==> src/rtl/bor_pkg.sv <==
package bor_pkg;
  typedef enum logic [1:0] {
    MODE_OFF     = 2'b00,
    MODE_SW      = 2'b01,
    MODE_NOSLEEP = 2'b10,
    MODE_ON      = 2'b11
  } det_mode_e;

  typedef enum logic [1:0] {
    ST_RUN   = 2'b00,
    ST_HOLD  = 2'b01,
    ST_TIMER = 2'b10,
    ST_POR   = 2'b11
  } seq_state_e;

  localparam int unsigned WDATA_SWEN = 0;
  localparam int unsigned WDATA_POR  = 1;
  localparam int unsigned WDATA_BOR  = 2;
  localparam int unsigned WDATA_W    = 3;
endpackage

==> src/rtl/bor_rst_sync.sv <==
module bor_rst_sync #(
  parameter int unsigned STAGES = 2
) (
  input  logic clk,
  input  logic rst_n,
  output logic rst_sync_n
);
  logic [STAGES-1:0] sync_q;

  always_ff @(posedge clk or negedge rst_n) begin
    if (!rst_n) sync_q <= '0;
    else        sync_q <= {sync_q[STAGES-2:0], 1'b1};
  end

  assign rst_sync_n = sync_q[STAGES-1];
endmodule

==> src/rtl/bor_enable_ctl.sv <==
module bor_enable_ctl
  import bor_pkg::*;
(
  input  logic       clk,
  input  logic       rst_n,
  input  logic       por_pulse,
  input  logic [1:0] cfg_mode,
  input  logic       sleep_active,
  input  logic       wr_en,
  input  logic       wr_swen,
  output logic       det_en,
  output logic       swen_rd
);
  det_mode_e mode;
  logic      swen_q, swen_d, swen_ce;

  assign mode = det_mode_e'(cfg_mode);

  always_comb begin
    swen_ce = 1'b0;
    swen_d  = swen_q;
    if (por_pulse) begin
      swen_ce = 1'b1;
      swen_d  = 1'b1;
    end else if (wr_en && mode == MODE_SW) begin
      swen_ce = 1'b1;
      swen_d  = wr_swen;
    end
  end

  always_ff @(posedge clk or negedge rst_n) begin
    if (!rst_n)       swen_q <= 1'b1;
    else if (swen_ce) swen_q <= swen_d;
  end

  always_comb begin
    unique case (mode)
      MODE_OFF:     det_en = 1'b0;
      MODE_SW:      det_en = swen_q;
      MODE_NOSLEEP: det_en = !sleep_active;
      default:      det_en = 1'b1;
    endcase
  end

  assign swen_rd = (mode == MODE_SW) && swen_q;

  p_swen_locked_r2: assert property (@(posedge clk) disable iff (!rst_n)
    (!por_pulse && !(wr_en && cfg_mode == 2'b01)) |=> $stable(swen_q));

  p_por_sets_swen_r10: assert property (@(posedge clk) disable iff (!rst_n)
    por_pulse |=> swen_q);
endmodule

==> src/rtl/bor_dip_filter.sv <==
module bor_dip_filter #(
  parameter int unsigned FILT_CYC = 8
) (
  input  logic clk,
  input  logic rst_n,
  input  logic clear,
  input  logic arm,
  input  logic supply_low,
  output logic trip
);
  localparam int unsigned CW = $clog2(FILT_CYC + 1);
  localparam logic [CW-1:0] LIMIT = CW'(FILT_CYC);

  logic [CW-1:0] cnt_q, cnt_d;
  logic          cnt_ce;

  always_comb begin
    cnt_ce = 1'b1;
    cnt_d  = cnt_q;
    if (clear || !arm || !supply_low) cnt_d = '0;
    else if (cnt_q != LIMIT)          cnt_d = cnt_q + 1'b1;
    else                              cnt_ce = 1'b0;
  end

  always_ff @(posedge clk or negedge rst_n) begin
    if (!rst_n)      cnt_q <= '0;
    else if (cnt_ce) cnt_q <= cnt_d;
  end

  assign trip = arm && supply_low && !clear && (cnt_q == LIMIT);

  p_filter_clear_r11: assert property (@(posedge clk) disable iff (!rst_n)
    (!arm || clear) |=> (cnt_q == '0));

  p_count_bounded_r4: assert property (@(posedge clk) disable iff (!rst_n)
    cnt_q <= LIMIT);
endmodule

==> src/rtl/bor_seq_fsm.sv <==
module bor_seq_fsm
  import bor_pkg::*;
#(
  parameter int unsigned PWRT_CYC = 32
) (
  input  logic clk,
  input  logic rst_n,
  input  logic por_pulse,
  input  logic supply_low,
  input  logic det_en,
  input  logic pwrt_en,
  input  logic trip,
  output logic in_run,
  output logic dev_reset
);
  localparam int unsigned TW = $clog2(PWRT_CYC + 1);
  localparam logic [TW-1:0] LAST = TW'(PWRT_CYC - 1);

  seq_state_e    state_q, state_d;
  logic [TW-1:0] tcnt_q, tcnt_d;
  logic          low_seen;

  assign low_seen = supply_low && det_en;

  always_comb begin
    state_d = state_q;
    if (por_pulse) begin
      state_d = ST_POR;
    end else begin
      unique case (state_q)
        ST_RUN:   if (trip) state_d = ST_HOLD;
        ST_HOLD:  if (!supply_low) state_d = pwrt_en ? ST_TIMER : ST_RUN;
        ST_TIMER: begin
          if (low_seen)            state_d = ST_HOLD;
          else if (tcnt_q == LAST) state_d = ST_RUN;
        end
        default: begin
          if (low_seen) state_d = ST_HOLD;
          else          state_d = pwrt_en ? ST_TIMER : ST_RUN;
        end
      endcase
    end
  end

  always_comb begin
    if (state_q == ST_TIMER && state_d == ST_TIMER) tcnt_d = tcnt_q + 1'b1;
    else                                            tcnt_d = '0;
  end

  always_ff @(posedge clk or negedge rst_n) begin
    if (!rst_n) begin
      state_q <= ST_POR;
      tcnt_q  <= '0;
    end else begin
      state_q <= state_d;
      tcnt_q  <= tcnt_d;
    end
  end

  assign in_run    = (state_q == ST_RUN);
  assign dev_reset = !in_run;

  p_trip_needs_low_r4: assert property (@(posedge clk) disable iff (!rst_n)
    ($rose(dev_reset) && !$past(por_pulse)) |-> $past(supply_low));

  p_low_holds_reset_r5: assert property (@(posedge clk) disable iff (!rst_n)
    (dev_reset && low_seen && !por_pulse) |=> dev_reset);

  p_timer_fresh_r7: assert property (@(posedge clk) disable iff (!rst_n)
    (state_q == ST_TIMER && $past(state_q) != ST_TIMER) |-> (tcnt_q == '0));
endmodule

==> src/rtl/bor_sequencer.sv <==
module bor_sequencer
  import bor_pkg::*;
#(
  parameter int unsigned FILT_CYC = 8,
  parameter int unsigned PWRT_CYC = 32
) (
  input  logic       clk,
  input  logic       rst_n,
  input  logic       supply_low,
  input  logic       por_pulse,
  input  logic [1:0] cfg_mode,
  input  logic [1:0] cfg_level,
  input  logic       pwrt_en,
  input  logic       sleep_active,
  input  logic       reg_wr,
  input  logic [2:0] reg_wdata,
  output logic       dev_reset,
  output logic [1:0] cmp_level,
  output logic       swen_rd,
  output logic       por_flag,
  output logic       bor_flag
);
  logic rst_ni, det_en, trip, in_run;
  logic por_q, por_d, bor_q, bor_d;

  bor_rst_sync #(.STAGES(2)) u_sync (
    .clk(clk), .rst_n(rst_n), .rst_sync_n(rst_ni)
  );

  bor_enable_ctl u_en (
    .clk(clk), .rst_n(rst_ni), .por_pulse(por_pulse), .cfg_mode(cfg_mode),
    .sleep_active(sleep_active), .wr_en(reg_wr), .wr_swen(reg_wdata[WDATA_SWEN]),
    .det_en(det_en), .swen_rd(swen_rd)
  );

  bor_dip_filter #(.FILT_CYC(FILT_CYC)) u_filt (
    .clk(clk), .rst_n(rst_ni), .clear(por_pulse), .arm(det_en && in_run),
    .supply_low(supply_low), .trip(trip)
  );

  bor_seq_fsm #(.PWRT_CYC(PWRT_CYC)) u_fsm (
    .clk(clk), .rst_n(rst_ni), .por_pulse(por_pulse), .supply_low(supply_low),
    .det_en(det_en), .pwrt_en(pwrt_en), .trip(trip), .in_run(in_run),
    .dev_reset(dev_reset)
  );

  always_comb begin
    por_d = por_q;
    bor_d = bor_q;
    if (por_pulse) begin
      por_d = 1'b0;
      bor_d = 1'b0;
    end else begin
      if (reg_wr) begin
        por_d = reg_wdata[WDATA_POR];
        bor_d = reg_wdata[WDATA_BOR];
      end
      if (trip) bor_d = 1'b0;
    end
  end

  always_ff @(posedge clk or negedge rst_ni) begin
    if (!rst_ni) begin
      por_q <= 1'b0;
      bor_q <= 1'b0;
    end else begin
      por_q <= por_d;
      bor_q <= bor_d;
    end
  end

  assign por_flag  = por_q;
  assign bor_flag  = bor_q;
  assign cmp_level = cfg_level;

  p_por_clears_flags_r8: assert property (@(posedge clk) disable iff (!rst_ni)
    por_pulse |=> (!por_flag && !bor_flag));

  p_trip_clears_bor_r8: assert property (@(posedge clk) disable iff (!rst_ni)
    trip |=> (!bor_flag && dev_reset));

  p_por_forces_reset_r10: assert property (@(posedge clk) disable iff (!rst_ni)
    por_pulse |=> dev_reset);
endmodule

==> config.mk <==
export PLATFORM = sky130hd
export DESIGN_NAME = bor_sequencer
export DESIGN_NICKNAME = d
export VERILOG_FILES = /design/src/rtl/bor_pkg.sv /design/src/rtl/bor_rst_sync.sv /design/src/rtl/bor_enable_ctl.sv /design/src/rtl/bor_dip_filter.sv /design/src/rtl/bor_seq_fsm.sv /design/src/rtl/bor_sequencer.sv
export SDC_FILE = /design/constraint.sdc
export NUM_CORES = 1
export LEC_CHECK = 0
export ABC_CLOCK_PERIOD_IN_PS = 2300
export CAP_MARGIN = 10
export CORE_ASPECT_RATIO = 0.8
export CORE_MARGIN = 8
export CORE_UTILIZATION = 45
export DETAILED_ROUTE_END_ITERATION = 6
export PLACE_DENSITY_LB_ADDON = 0.1
export RECOVER_POWER = 50
export SYNTH_ARGS = -nofsm -noshare
export SYNTH_HDL_FRONTEND = slang
export SYNTH_SLANG_ARGS = --single-unit
==> constraint.sdc <==
create_clock -name clk -period 2.3 [get_ports clk]
set_input_delay 0.69 -clock clk [delete_from_list [all_inputs] [get_ports clk]]
set_output_delay 0.69 -clock clk [all_outputs]
set_load 0.05 [all_outputs]
==> results of run 1 <==
[cells in the final DEF, fill, tap and decap left out, types with 4 or more instances in the layout]
master and n:
mux2i_1 4, nand3_1 4, inv_1 4, dfrtp_1 14, clkdlybuf4s50_1 11, nor2_1 8
xor2_1 4
[report_power, final]
part | internal (mW) | switching [mW] | total (mW)
registers | 0.311 | 0.0127 | 0.324
logic | 0.0440 | 0.0399 | 0.0839
clock network | 0.0646 | 0.0906 | 0.155
total | 0.420 | 0.143 | 0.563
[cell type report]
cell class	instances	area (um2)	share of cell area (%)
sequential	17	429	39.8
clock inverter	1	5.00	0.464
tap	24	30.0	2.78
multi-input combinational	54	384	35.6
timing repair buffer	18	193	17.9
inverter	4	15.0	1.39
clock buffer	3	22.5	2.09
[sequential cells by signal, summed over array words and instances, names as in the netlist]
| signal | flops |
|---|---|
| bor_flag | 1 |
| por_flag | 1 |
| u_en.swen_q | 1 |
| u_filt.cnt_q | 4 |
| u_fsm.state_q | 2 |
| u_fsm.tcnt_q | 6 |
| u_sync.sync_q | 2 |
[worst min path at each step]
stage	from	depth (start not counted)	endpoint
after floorplan	u_sync.sync_q[1]	0	bor_flag
after global placement	u_sync.sync_q[1]	0	u_filt.cnt_q[0]
after detailed placement	u_sync.sync_q[1]	0	u_filt.cnt_q[3]
after CTS	u_sync.sync_q[1]	0	u_filt.cnt_q[0]
after global routing	u_sync.sync_q[1]	0	u_filt.cnt_q[0]
final	u_sync.sync_q[1]	0	u_filt.cnt_q[0]
[kinds of logic (layout without fill, tap and decap cells)]
| family | count (synthesis) | after routing |
|---|---|---|
| AO/OA/AOI/OAI | 10 | 10 |
| XOR/XNOR | 6 | 6 |
| adder cells (fa/ha/maj) | 3 | 3 |
| buffers and inverters | 6 | 26 |
| flip-flops | 17 | 17 |
| multiplexers | 4 | 4 |
| other | 1 | 1 |
| AND/OR/NAND/NOR | 30 | 30 |
[metal layers]
layer | up-vias | share of wire (%) | track usage (%)
met1 | 295 | 45 | 12.6
li1 | 310 | - | -
met4 | 0 | 0.55 | 5.78
met5 | - | 0 | 0
met2 | 15 | 47 | 16.6
met3 | 2 | 7.2 | 3.27
[critical path, delay by kind of cell]
family / cells / cell delay, ps
simple gates: 1 / 200
buf+inv: 2 / 620
==> results.sh, run 1 <==
export IMPL_place_area_um2=1050
export IMPL_reg2reg_from="u_filt.cnt_q[0]"
export IMPL_dieArea_um2=3520
export IMPL_critPathSlowestCell="clkdlybuf4s50_1"
export IMPL_placement_io_buffers=15
export IMPL_ys_async_sr_fraction_pct=100
export IMPL_cts_sinks=17
export IMPL_p_leak_nw=0.472
export IMPL_synth_most_common_cell="dfrtp_1"
export IMPL_cts_htree_levels=1
export IMPL_cp_endpoint="swen_rd"
export IMPL_cts_setup_buffers=0
export IMPL_grt_use_total_pct=10.5
export IMPL_fin_crit_ps=2210
export IMPL_stdcell_count=121
export IMPL_synth_adder_area_share_pct=4.45
export IMPL_wl_per_cell_um=13.6
export IMPL_fillers=169
export IMPL_synth_cell_types=32
export IMPL_synth_top_family_by_area="simple AND/OR/NAND/NOR gates"
export IMPL_avgViaCountPerCell=5.14
export IMPL_insertion_delay_ps=290
export IMPL_root_buffer="clkbuf_4"
export IMPL_area_delta_synth_final_pct=27.9
export IMPL_setup_slack_ps=94.5
export IMPL_r2r_end="u_fsm.state_q[0]"
export IMPL_num_nets_final=115
export IMPL_hold_path_class="reg -> async"
export IMPL_grt_max_degree=16
export IMPL_synth_area_um2=843
export IMPL_synth_xor_area_share_pct=6.23
export IMPL_peakVddDrop_mv=0.304
export IMPL_core_um2=1820
export IMPL_fin_crit_sh_pct=95.9
export IMPL_grt_antenna_before_repair=0
export IMPL_crit_fanout=2
export IMPL_synth_top_area_share_pct=41.5
export IMPL_postSynthCellCount=77
export IMPL_drv_cap=0
export IMPL_setup_tns_ps=0
export IMPL_ys_warn_count=0
export IMPL_synth_compound_area_share_pct=9.79
export IMPL_clk_path_buf_depth=2
export IMPL_rows=14
export IMPL_worstSetupPathType="in -> out"
export IMPL_design_area_um2=1080
export IMPL_first_global_vias=642
export IMPL_dp_hpwl_um=1290
export IMPL_yosys_top_cells_area="dfrtp_1 42%, dfstp_2 9.3%, mux2i_1 4.7%"
export IMPL_place_gp_congestion=0.786
export IMPL_cts_buffers=3
export IMPL_initial_core_util_pct=46.3
export IMPL_cp_required_ps=1610
export IMPL_synth_edf_count=0
export IMPL_yosysTopAreaCell="dfrtp_1"
export IMPL_grt_pass1_wl_um=2910
export IMPL_cellPowerDensity_nw_per_um2=522
export IMPL_die_height_um=54.7
export IMPL_drtIter0Drc=5
export IMPL_avgSynthCellArea_um2=11.0
export IMPL_max_stage_delay_ps=470
export IMPL_hold_violations=0
export IMPL_synth_mux_area_share_pct=4.75
export IMPL_cts_resized=0
export IMPL_die_w_um=64.4
export IMPL_synth_main_ff_cell="dfrtp_1"
export IMPL_end_kind="output pin"
export IMPL_holdBufCountCts=0
export IMPL_drive_gt1_share_pct=15.5
export IMPL_report_final_slew_viol_count=0
export IMPL_hold_ws_ps=246
export IMPL_outcome="finished, final reports clean"
export IMPL_dp_cells=117
export IMPL_setup_viol=0
export IMPL_synth_commonest_cells="14 x dfrtp_1, 8 x nor2_1"
export IMPL_path_cells="clkdlybuf4s50_1, and3b_1, buf_12"
export IMPL_place_ws_ps=94.4
export IMPL_antenna_cells=0
export IMPL_synthesis_nets=94
export IMPL_fin_util_pct=59.2
export IMPL_power_mw=0.563
export IMPL_skew_ps=7.95
export IMPL_gr_total_overflow=0
export IMPL_drc=0
export IMPL_ys_ff_latch=17
export IMPL_cp_startpoint="cfg_mode[1]"
export IMPL_worstPathArrival_ps=1520
export IMPL_rsz0062_at_grt="no"
export IMPL_ant_nets=0
export IMPL_ys_seq_area_share_pct=50.9
export IMPL_fmax_ghz=0.453
export IMPL_vias=622
export IMPL_first_pass_iters=4
export IMPL_pin_count=20
export IMPL_clk_pin_slew_worst_paths_ps=100
export IMPL_synthSimpleGateAreaFrac_pct=19.9
export IMPL_finalWirelength_um=1640
export IMPL_rrSetupSlack_ps=880
export IMPL_worstSetupStartpointType="primary input"
export IMPL_cts_tree="built"
export IMPL_worst_slew_pin_slew_ps=585
export IMPL_slew_headroom_pct=61.0
export IMPL_reg2reg_depth=5
(Power assumes the default switching activity.)
==> run 2, diff against run 1 <==
--- a/config.mk
+++ b/config.mk
@@ -6,13 +6,13 @@
 export NUM_CORES = 1
 export LEC_CHECK = 0
 export ABC_CLOCK_PERIOD_IN_PS = 2300
-export CAP_MARGIN = 10
 export CORE_ASPECT_RATIO = 0.8
 export CORE_MARGIN = 8
 export CORE_UTILIZATION = 45
 export DETAILED_ROUTE_END_ITERATION = 6
 export PLACE_DENSITY_LB_ADDON = 0.1
 export RECOVER_POWER = 50
+export SKIP_LAST_GASP = 1
 export SYNTH_ARGS = -nofsm -noshare
 export SYNTH_HDL_FRONTEND = slang
 export SYNTH_SLANG_ARGS = --single-unit
==> results of run 2 <==
The final DEF is identical to that of run 1; final timing and power are the same.
